`src/rtl/sdram_dq_path_pkg.sv`:
```
// Package: shared constants and helpers for the SDRAM data path.
// Assumes byte-wide mask lanes and a minimum read latency of two clocks.
package sdram_dq_path_pkg;

    localparam int unsigned BYTE_W      = 8;
    localparam int unsigned CL_MIN      = 2;
    localparam int unsigned RD_MASK_LAT = 2;

    // Map a programmed latency to the pipeline tap that feeds the bus.
    function automatic int unsigned cl_tap(input int unsigned cl, input int unsigned cl_max);
        if (cl >= CL_MIN && cl <= cl_max)
            return cl - 1;
        return CL_MIN - 1;
    endfunction

endpackage

```
`src/rtl/sdram_rd_delay.sv`:
```
// Module: read data delay line.
// Captures the array word and a valid flag on each read strobe and shifts
// them down CL_MAX stages; the tap chosen by cas_lat drives the output.
// Assumes cas_lat is held steady while reads are in flight.
module sdram_rd_delay
    import sdram_dq_path_pkg::*;
#(
    parameter int unsigned DW     = 16,
    parameter int unsigned CL_MAX = 3,
    parameter int unsigned LW     = 2
) (
    input  logic          clk,
    input  logic          rst_n,
    input  logic [LW-1:0] cas_lat,
    input  logic          push,
    input  logic [DW-1:0] din,
    output logic          vld_out,
    output logic [DW-1:0] dout
);

    localparam int unsigned TW = (CL_MAX > 1) ? $clog2(CL_MAX) : 1;

    logic [CL_MAX-1:0] vld_q;
    logic [DW-1:0]     dat_q [CL_MAX];
    logic [TW-1:0]     tap;

    // Shift valid flags and words one stage per clock.
    always_ff @(posedge clk) begin
        if (!rst_n) begin
            for (int i = 0; i < int'(CL_MAX); i++) begin
                vld_q[i] <= 1'b0;
                dat_q[i] <= '0;
            end
        end else begin
            vld_q[0] <= push;
            dat_q[0] <= push ? din : '0;
            for (int i = 1; i < int'(CL_MAX); i++) begin
                vld_q[i] <= vld_q[i-1];
                dat_q[i] <= dat_q[i-1];
            end
        end
    end

    // Select the stage that matches the programmed latency.
    always_comb begin
        tap     = TW'(cl_tap(int'(cas_lat), CL_MAX));
        vld_out = vld_q[tap];
        dout    = dat_q[tap];
    end

    // two-cycle latency delivers the captured word two edges later.
    a_r2_cl2_delivery: assert property (@(posedge clk) disable iff (!rst_n)
        (push && cas_lat == LW'(2)) |-> ##2 (vld_out && dout == $past(din, 2)));

    generate
        if (CL_MAX >= 3) begin : g_cl3_check
            // three-cycle latency delivers the captured word three edges later.
            a_r3_cl3_delivery: assert property (@(posedge clk) disable iff (!rst_n)
                (push && cas_lat == LW'(3)) |-> ##3 (vld_out && dout == $past(din, 3)));
        end
    endgenerate

endmodule

```
`src/rtl/sdram_mask_pipe.sv`:
```
// Module: read-side mask delay.
// Delays the per-lane mask bits by LAT clocks so that they line up with the
// bus cycle they disable. Assumes LAT is at least one.
module sdram_mask_pipe #(
    parameter int unsigned LANES = 2,
    parameter int unsigned LAT   = 2
) (
    input  logic             clk,
    input  logic             rst_n,
    input  logic [LANES-1:0] mask_in,
    output logic [LANES-1:0] mask_out
);

    logic [LANES-1:0] st [LAT];

    // Shift the mask bits through LAT stages.
    always_ff @(posedge clk) begin
        if (!rst_n) begin
            for (int i = 0; i < int'(LAT); i++)
                st[i] <= '0;
        end else begin
            st[0] <= mask_in;
            for (int i = 1; i < int'(LAT); i++)
                st[i] <= st[i-1];
        end
    end

    // Present the oldest stage.
    always_comb mask_out = st[LAT-1];

    // a raised mask bit shows at the output two edges after sampling.
    a_r5_mask_lag: assert property (@(posedge clk) disable iff (!rst_n)
        (mask_in != '0) |-> ##2 (mask_out == $past(mask_in, 2)));

endmodule

```
`src/rtl/sdram_wr_gate.sv`:
```
// Module: write byte gating.
// Forms per-lane array write enables from the write strobe and the mask
// sampled in the same cycle; the data passes straight through.
module sdram_wr_gate #(
    parameter int unsigned DW    = 16,
    parameter int unsigned LANES = 2
) (
    input  logic             wr_cmd,
    input  logic [LANES-1:0] dqm,
    input  logic [DW-1:0]    wr_data,
    output logic [LANES-1:0] we,
    output logic [DW-1:0]    wdata
);

    genvar g;
    generate
        for (g = 0; g < int'(LANES); g++) begin : g_lane
            // Enable a lane only when it is written and not masked.
            assign we[g] = wr_cmd & ~dqm[g];
        end
    endgenerate

    // Forward the write word unchanged.
    assign wdata = wr_data;

endmodule

```
`src/rtl/sdram_dq_path.sv`:
```
// Module: SDRAM data path top.
// Joins the read delay line, the read mask delay and the write gating, and
// forms per-lane bus enables and lane-zeroed output data.
// Assumes at most one of rd_cmd and wr_cmd per cycle and a cas_lat that only
// changes while no read is in flight.
module sdram_dq_path
    import sdram_dq_path_pkg::*;
#(
    parameter int unsigned DQ_W   = 16,
    parameter int unsigned CL_MAX = 3,
    parameter int unsigned CL_W   = 2
) (
    input  logic                   clk,
    input  logic                   rst_n,
    input  logic [CL_W-1:0]        cas_lat,
    input  logic                   rd_cmd,
    input  logic                   wr_cmd,
    input  logic [DQ_W/BYTE_W-1:0] dqm,
    input  logic [DQ_W-1:0]        wr_data,
    input  logic [DQ_W-1:0]        arr_rdata,
    output logic [DQ_W/BYTE_W-1:0] dq_oe,
    output logic [DQ_W-1:0]        dq_out,
    output logic [DQ_W/BYTE_W-1:0] arr_we,
    output logic [DQ_W-1:0]        arr_wdata
);

    localparam int unsigned LANES = DQ_W / BYTE_W;

    logic             rd_vld;
    logic [DQ_W-1:0]  rd_word;
    logic [LANES-1:0] mask_d;

    sdram_rd_delay #(.DW(DQ_W), .CL_MAX(CL_MAX), .LW(CL_W)) u_rd_delay (
        .clk     (clk),
        .rst_n   (rst_n),
        .cas_lat (cas_lat),
        .push    (rd_cmd),
        .din     (arr_rdata),
        .vld_out (rd_vld),
        .dout    (rd_word)
    );

    sdram_mask_pipe #(.LANES(LANES), .LAT(RD_MASK_LAT)) u_mask_pipe (
        .clk      (clk),
        .rst_n    (rst_n),
        .mask_in  (dqm),
        .mask_out (mask_d)
    );

    sdram_wr_gate #(.DW(DQ_W), .LANES(LANES)) u_wr_gate (
        .wr_cmd  (wr_cmd),
        .dqm     (dqm),
        .wr_data (wr_data),
        .we      (arr_we),
        .wdata   (arr_wdata)
    );

    genvar g;
    generate
        for (g = 0; g < int'(LANES); g++) begin : g_bus_lane
            // Drive a lane when read data is due and its delayed mask is low.
            assign dq_oe[g] = rd_vld & ~mask_d[g];
            // Zero the lane's bits while it is not driven.
            assign dq_out[g*BYTE_W +: BYTE_W] = dq_oe[g] ? rd_word[g*BYTE_W +: BYTE_W] : '0;
        end
    endgenerate

    // any driven lane traces back to a read sampled at the latency.
    a_r8_oe_from_read: assert property (@(posedge clk) disable iff (!rst_n)
        (dq_oe != '0) |-> ((cas_lat == CL_W'(3)) ? $past(rd_cmd, 3) : $past(rd_cmd, 2)));

endmodule

```
`config.mk`:
```
export PLATFORM = sky130hd
export DESIGN_NAME = sdram_dq_path
export DESIGN_NICKNAME = d
export VERILOG_FILES = /design/src/rtl/sdram_dq_path_pkg.sv /design/src/rtl/sdram_rd_delay.sv /design/src/rtl/sdram_mask_pipe.sv /design/src/rtl/sdram_wr_gate.sv /design/src/rtl/sdram_dq_path.sv
export SDC_FILE = /design/constraint.sdc
export NUM_CORES = 1
export LEC_CHECK = 0
export ABC_AREA = 1
export BUFFER_PORTS_ARGS = -buffer_cell sky130_fd_sc_hd__clkbuf_2
export CORE_AREA = 3 3 71 73
export DETAILED_ROUTE_END_ITERATION = 16
export DIE_AREA = 0 0 74 76
export PLACE_DENSITY_LB_ADDON = 0.05
export SKIP_CTS_REPAIR_TIMING = 1
export SYNTH_ARGS = -nofsm -noshare
export SYNTH_HDL_FRONTEND = slang
export SYNTH_SLANG_ARGS = --single-unit
```
`constraint.sdc`:
```
create_clock -name clk -period 1 [get_ports clk]
set_input_delay 0.15 -clock clk [delete_from_list [all_inputs] [get_ports clk]]
set_output_delay 0.15 -clock clk [all_outputs]
set_load 0.01 [all_outputs]
```
Word-level counts from Yosys, hierarchy flattened
Memories as Yosys holds them, arrays and structs flattened. Cells that the tools add are included. Widths: inputs -> output; s select.

Flip-flop bits (word level): 3. Bits in writable memories: 52. Output and inout port bits: 36. Memories kept: 2.

Memories: u_rd_delay.dat_q (depth 3, width 16, rd ports 3, clocked after Yosys merged registers in 0, wr ports 3, line sdram_rd_delay.sv:24) `logic [DW-1:0] dat_q [CL_MAX];`; u_mask_pipe.st (depth 2, width 2, rd ports 2, clocked after Yosys merged registers in 0, wr ports 2, line sdram_mask_pipe.sv:14) `logic [LANES-1:0] st [LAT];`.

Add/subtract/negate cells: 1. $lt $le $gt $ge: 2. Multiplexer cells: 15. Bitwise logic cells: 13.

Operators with widths (number): $mux 16 (4); $mux 8 (2); $mux 2 (4); $or 1x1->1 (5); $and 1x1->1 (4); $mux 1 (4); $not 1->1 (4); $lt 2x3->1 const B (1); $bmux 1 s2 (1); $ge 2x2->1 const B (1); $sub 2x1->2 const B (1).

Logic depth before layout (Yosys ltp)
Depth after elaboration: 7. Gate-level depth with buffers: 7.

By module
From an unflattened synthesis, not the netlist that was laid out.

Cells, all modules: 286. Area total of the unflattened synthesis: 2218.4 um2.

By module, submodules not included: sdram_rd_delay (instances 1, cells each 215, area an instance 1814.2 um2); sdram_dq_path (instances 1, cells each 38, area an instance 147.6 um2); sdram_wr_gate (instances 1, cells each 19, area an instance 131.4 um2); sdram_mask_pipe (instances 1, cells each 14, area an instance 125.1 um2).

Worst setup path before layout
Ideal clock, no wire load.

Path kind: input port to output port. Start point: input port cas_lat[1]. End point: output port dq_out[10]. Data arrival time: 0.772 ns. Required time: 0.850 ns. Slack: 0.078 ns. Stages: 7. Cell sequence: buf_6 nand2_8 buf_6 nand2_1 nand2_1 inv_1 nor2_1.

Word-level cells in the longest chain between the ends: 7. Elaborated cells on any way between the ends: 10. Classes of those cells: 1 x add/sub; 1 x order compare; 6 x mux; 1 x bitwise; 1 x memory.

Ends and longest elaborated chain: start, declared (line sdram_dq_path.sv:15) `input logic [CL_W-1:0] cas_lat,`; $sub 2x1->2 or $ge 2x2->1 (tied branches) (line sdram_dq_path_pkg.sv:12, sdram_dq_path_pkg.sv:11); $mux 2 or $mux 1 (tied branches) (line sdram_dq_path_pkg.sv:11) `if (cl >= CL_MIN && cl <= cl_max)`; $mux 2 * (line sdram_dq_path_pkg.sv:13) `return CL_MIN - 1;`; $bmux 1 s2 (line sdram_rd_delay.sv:47) `vld_out = vld_q[tap];`; $mux 1 (implied by the code) (line sdram_rd_delay.sv:47); $and 1x1->1 (line sdram_dq_path.sv:62) `assign dq_oe[g] = rd_vld & ~mask_d[g];`; $mux 8 * (line sdram_dq_path.sv:64) `assign dq_out[g*BYTE_W +: BYTE_W] = dq_oe[g] ? rd_word[g*BYTE_W +: BYTE_W] : '0;`; end, declared (line sdram_dq_path.sv:22) `output logic [DQ_W-1:0] dq_out,`.

Every way passes the cells marked *; elsewhere a longest branch is shown, timed or not. The select of a mux whose other input is x is not followed.

Final worst setup path
Start point: register u_rd_delay.vld_q[1]. End point: output port dq_out[12].

Word-level cells in the longest chain between the ends: 4.

Ends and longest elaborated chain: start, declared (line sdram_rd_delay.sv:23) `logic [CL_MAX-1:0] vld_q;`; start signal, assigned by index (line sdram_rd_delay.sv:38) `vld_q[i] <= vld_q[i-1];`; $bmux 1 s2 (line sdram_rd_delay.sv:47); $mux 1 (implied by the code) (line sdram_rd_delay.sv:47); $and 1x1->1 (line sdram_dq_path.sv:62); $mux 8 (line sdram_dq_path.sv:64).

No other way between the ends. The select of a mux whose other input is x is not followed.

==> qor.yml <==
dp.cells: 362
hold_ws_ps: 37.0
drive_gt1_share_pct: 23.6
num_rows: 24
crit_path_max_fanout: 9
synthArstFlopShare_pct: 0
ys_types: 14
period_needed_ps: 1310
clk_root_buffer_cell: "clkbuf_8"
dieHeight_um: 76
path_clk_slew_ps: 90
yosys.area.top_type: "dfxtp_1"
drc: 0
stdcell_count: 370
synth.net_count: 325
holdPathStages: 3
arrival_ps: 1160
worstSetupEndpointType: "output pin"
power.density_nw_per_um2: 1610
fin_skew_ps: 3.28
ys.flop_type: "dfxtp_1"
place_ws_ps: -129
tightest_slew_ps: 381
yosysSeqAreaShare_pct: 51.7
ios: 76
final_cell_mix: "inv_1 (74), nand2_1 (71), dfxtp_1 (54), clkbuf_2 (29), nor2_1 (27)"
violations: "setup timing"
ys.warnings.count: 0
wl_um: 3310
synth_mux_area_share_pct: 0
layout.nets: 358
synth-simple-area-share_pct: 24.9
antenna_cells: 0
yosys.area_share.adder_pct: 0
critPathMaxStageDelay_ps: 340
first_pass_iters: 4
syn_to_final_growth_pct: 15.6
yosys-top-cells-area: "dfxtp_1 (52%), inv_1 (14%), nand2_1 (13%)"
fmax_mhz: 764
cts_sinks: 55
insertion_delay_ps: 300
gp_congestion: 0.692
synth-edff-count: 0
rsz0062_at_grt: "true"
synth_area_um2: 2130
track_usage_pct: 13.2
start_util_pct: 48.3
cts_tree: "yes"
drv_slew: 0
synthCells: 285
status: "finished, violations left"
final.period_utilization_pct: 131
die_x_um: 74
yosysTopAreaCellShare_pct: 51.7
wl_per_cell_um: 8.95
crit_required_ps: 850
dp_hpwl_um: 2260
numPortBuffers: 43
setup_slack_ps: -309
mostFrequentLayoutCell: "inv_1"
ys_ff_latch: 55
setup_viol: 18
postSynthAreaPerCell_um2: 7.48
final_antenna_net_count: 0
reg2regPathDepth: 2
drv_cap: 0
hold_violations: 0
die_area_um2: 5620
p_leak_nw: 1.49
dr_total_vias: 1462
critPathKind: "reg -> out"
crit_chain: "inv_2 -> nand2_4 -> nand3_4 -> nor2_1 -> clkbuf_2"
synth_xor_area_share_pct: 0
grt_pass1_wl_um: 5870
htree_levels: 2
critPathSlowestCell: "dfxtp_2"
viasPerCell: 3.95
peakVddDrop_mv: 0.840
synth_top_family_by_area: "simple AND/OR/NAND/NOR gates"
start_kind: "register"
fp.coreArea_um2: 4410
hp-class: "in -> reg"
grt_start_max_net_pins: 39
slew_headroom_pct: 74.6
antenna_found_initial: 0
clock_path_buffers: 2
drtIter0Drc: 61
synth_compound_area_share_pct: 0
grt_pass1_vias: 1362
grt_overflow: 0
numCtsBuffers: 5
-- metrics by stage --
step	util (%)	setup TNS, ps	cell area [um^2]	power (mW)
6_report	55.8	-5070	2460	3.96
5_1_grt	55.8	-6660	2460	4.18
4_1_cts	54.2	-7370	2390	4.00
3_5_place_dp	51.9	-1910	2290	2.62
3_3_place_gp	51.9	-1370	2290	2.62
2_1_floorplan	-	0	2130	2.58
-- synthesized netlist by cell type (2+ instances only) --
master / instances
nand3_1: 17
dfxtp_1: 55
nand3_2: 2
inv_1: 78
nor2_1: 34
nand2_1: 71
buf_6: 3
buf_4: 16
buf_2: 4
-- kinds of logic after synthesis --
logic type / after synthesis
flip-flops: 55
buffers and inverters: 104
AND/OR/NAND/NOR: 126
-- state kept, by name, indices dropped and copies added (netlist names) --
signal            cells
u_rd_delay.vld_q      3
u_mask_pipe.st        4
u_rd_delay.dat_q     48
-- cell type report --
type / count / area (um^2)
Inverter: 78 / 293
Clock inverter: 1 / 30.0
Fill cell: 404 / 1950
Clock buffer: 6 / 72.6
Multi-Input combinational cell: 127 / 593
Sequential cell: 55 / 1100
Timing Repair Buffer: 51 / 307
Tap cell: 52 / 65.1
-- routing by layer --
metal	global-route usage, %	wire length [um]	up-vias	part of all wire [%]
met3	4.62	192	8	5.8
met2	19.8	1490	31	45
met5	0	0	-	0
li1	-	-	842	-
met1	16.9	1570	581	47
met4	6.16	63	0	1.9
-- power by group --
part	leakage, nW	internal, mW	switching, mW
Combinational	0.993	0.133	0.190
Clock	0.0513	0.734	0.632
Sequential	0.449	2.25	0.0216
Total	1.49	3.12	0.843
-- critical path: cells and delay by family (launching register included) --
kind	cells	cell delay [ps]
simple gates	3	350
flops	1	340
buf+inv	2	170
-- path summary, 6_finish.rpt --
path | startpoint | end | slack, ps
setup / recovery | u_rd_delay.vld_q[1] | dq_out[12] | -310
setup reg to reg | u_rd_delay.dat_q[1][8] | u_rd_delay.dat_q[2][8] | 480
hold / removal | arr_rdata[8] | u_rd_delay.dat_q[0][8] | 40
hold reg to reg | u_rd_delay.dat_q[0][4] | u_rd_delay.dat_q[1][4] | 410
(Power assumes the default switching activity.)
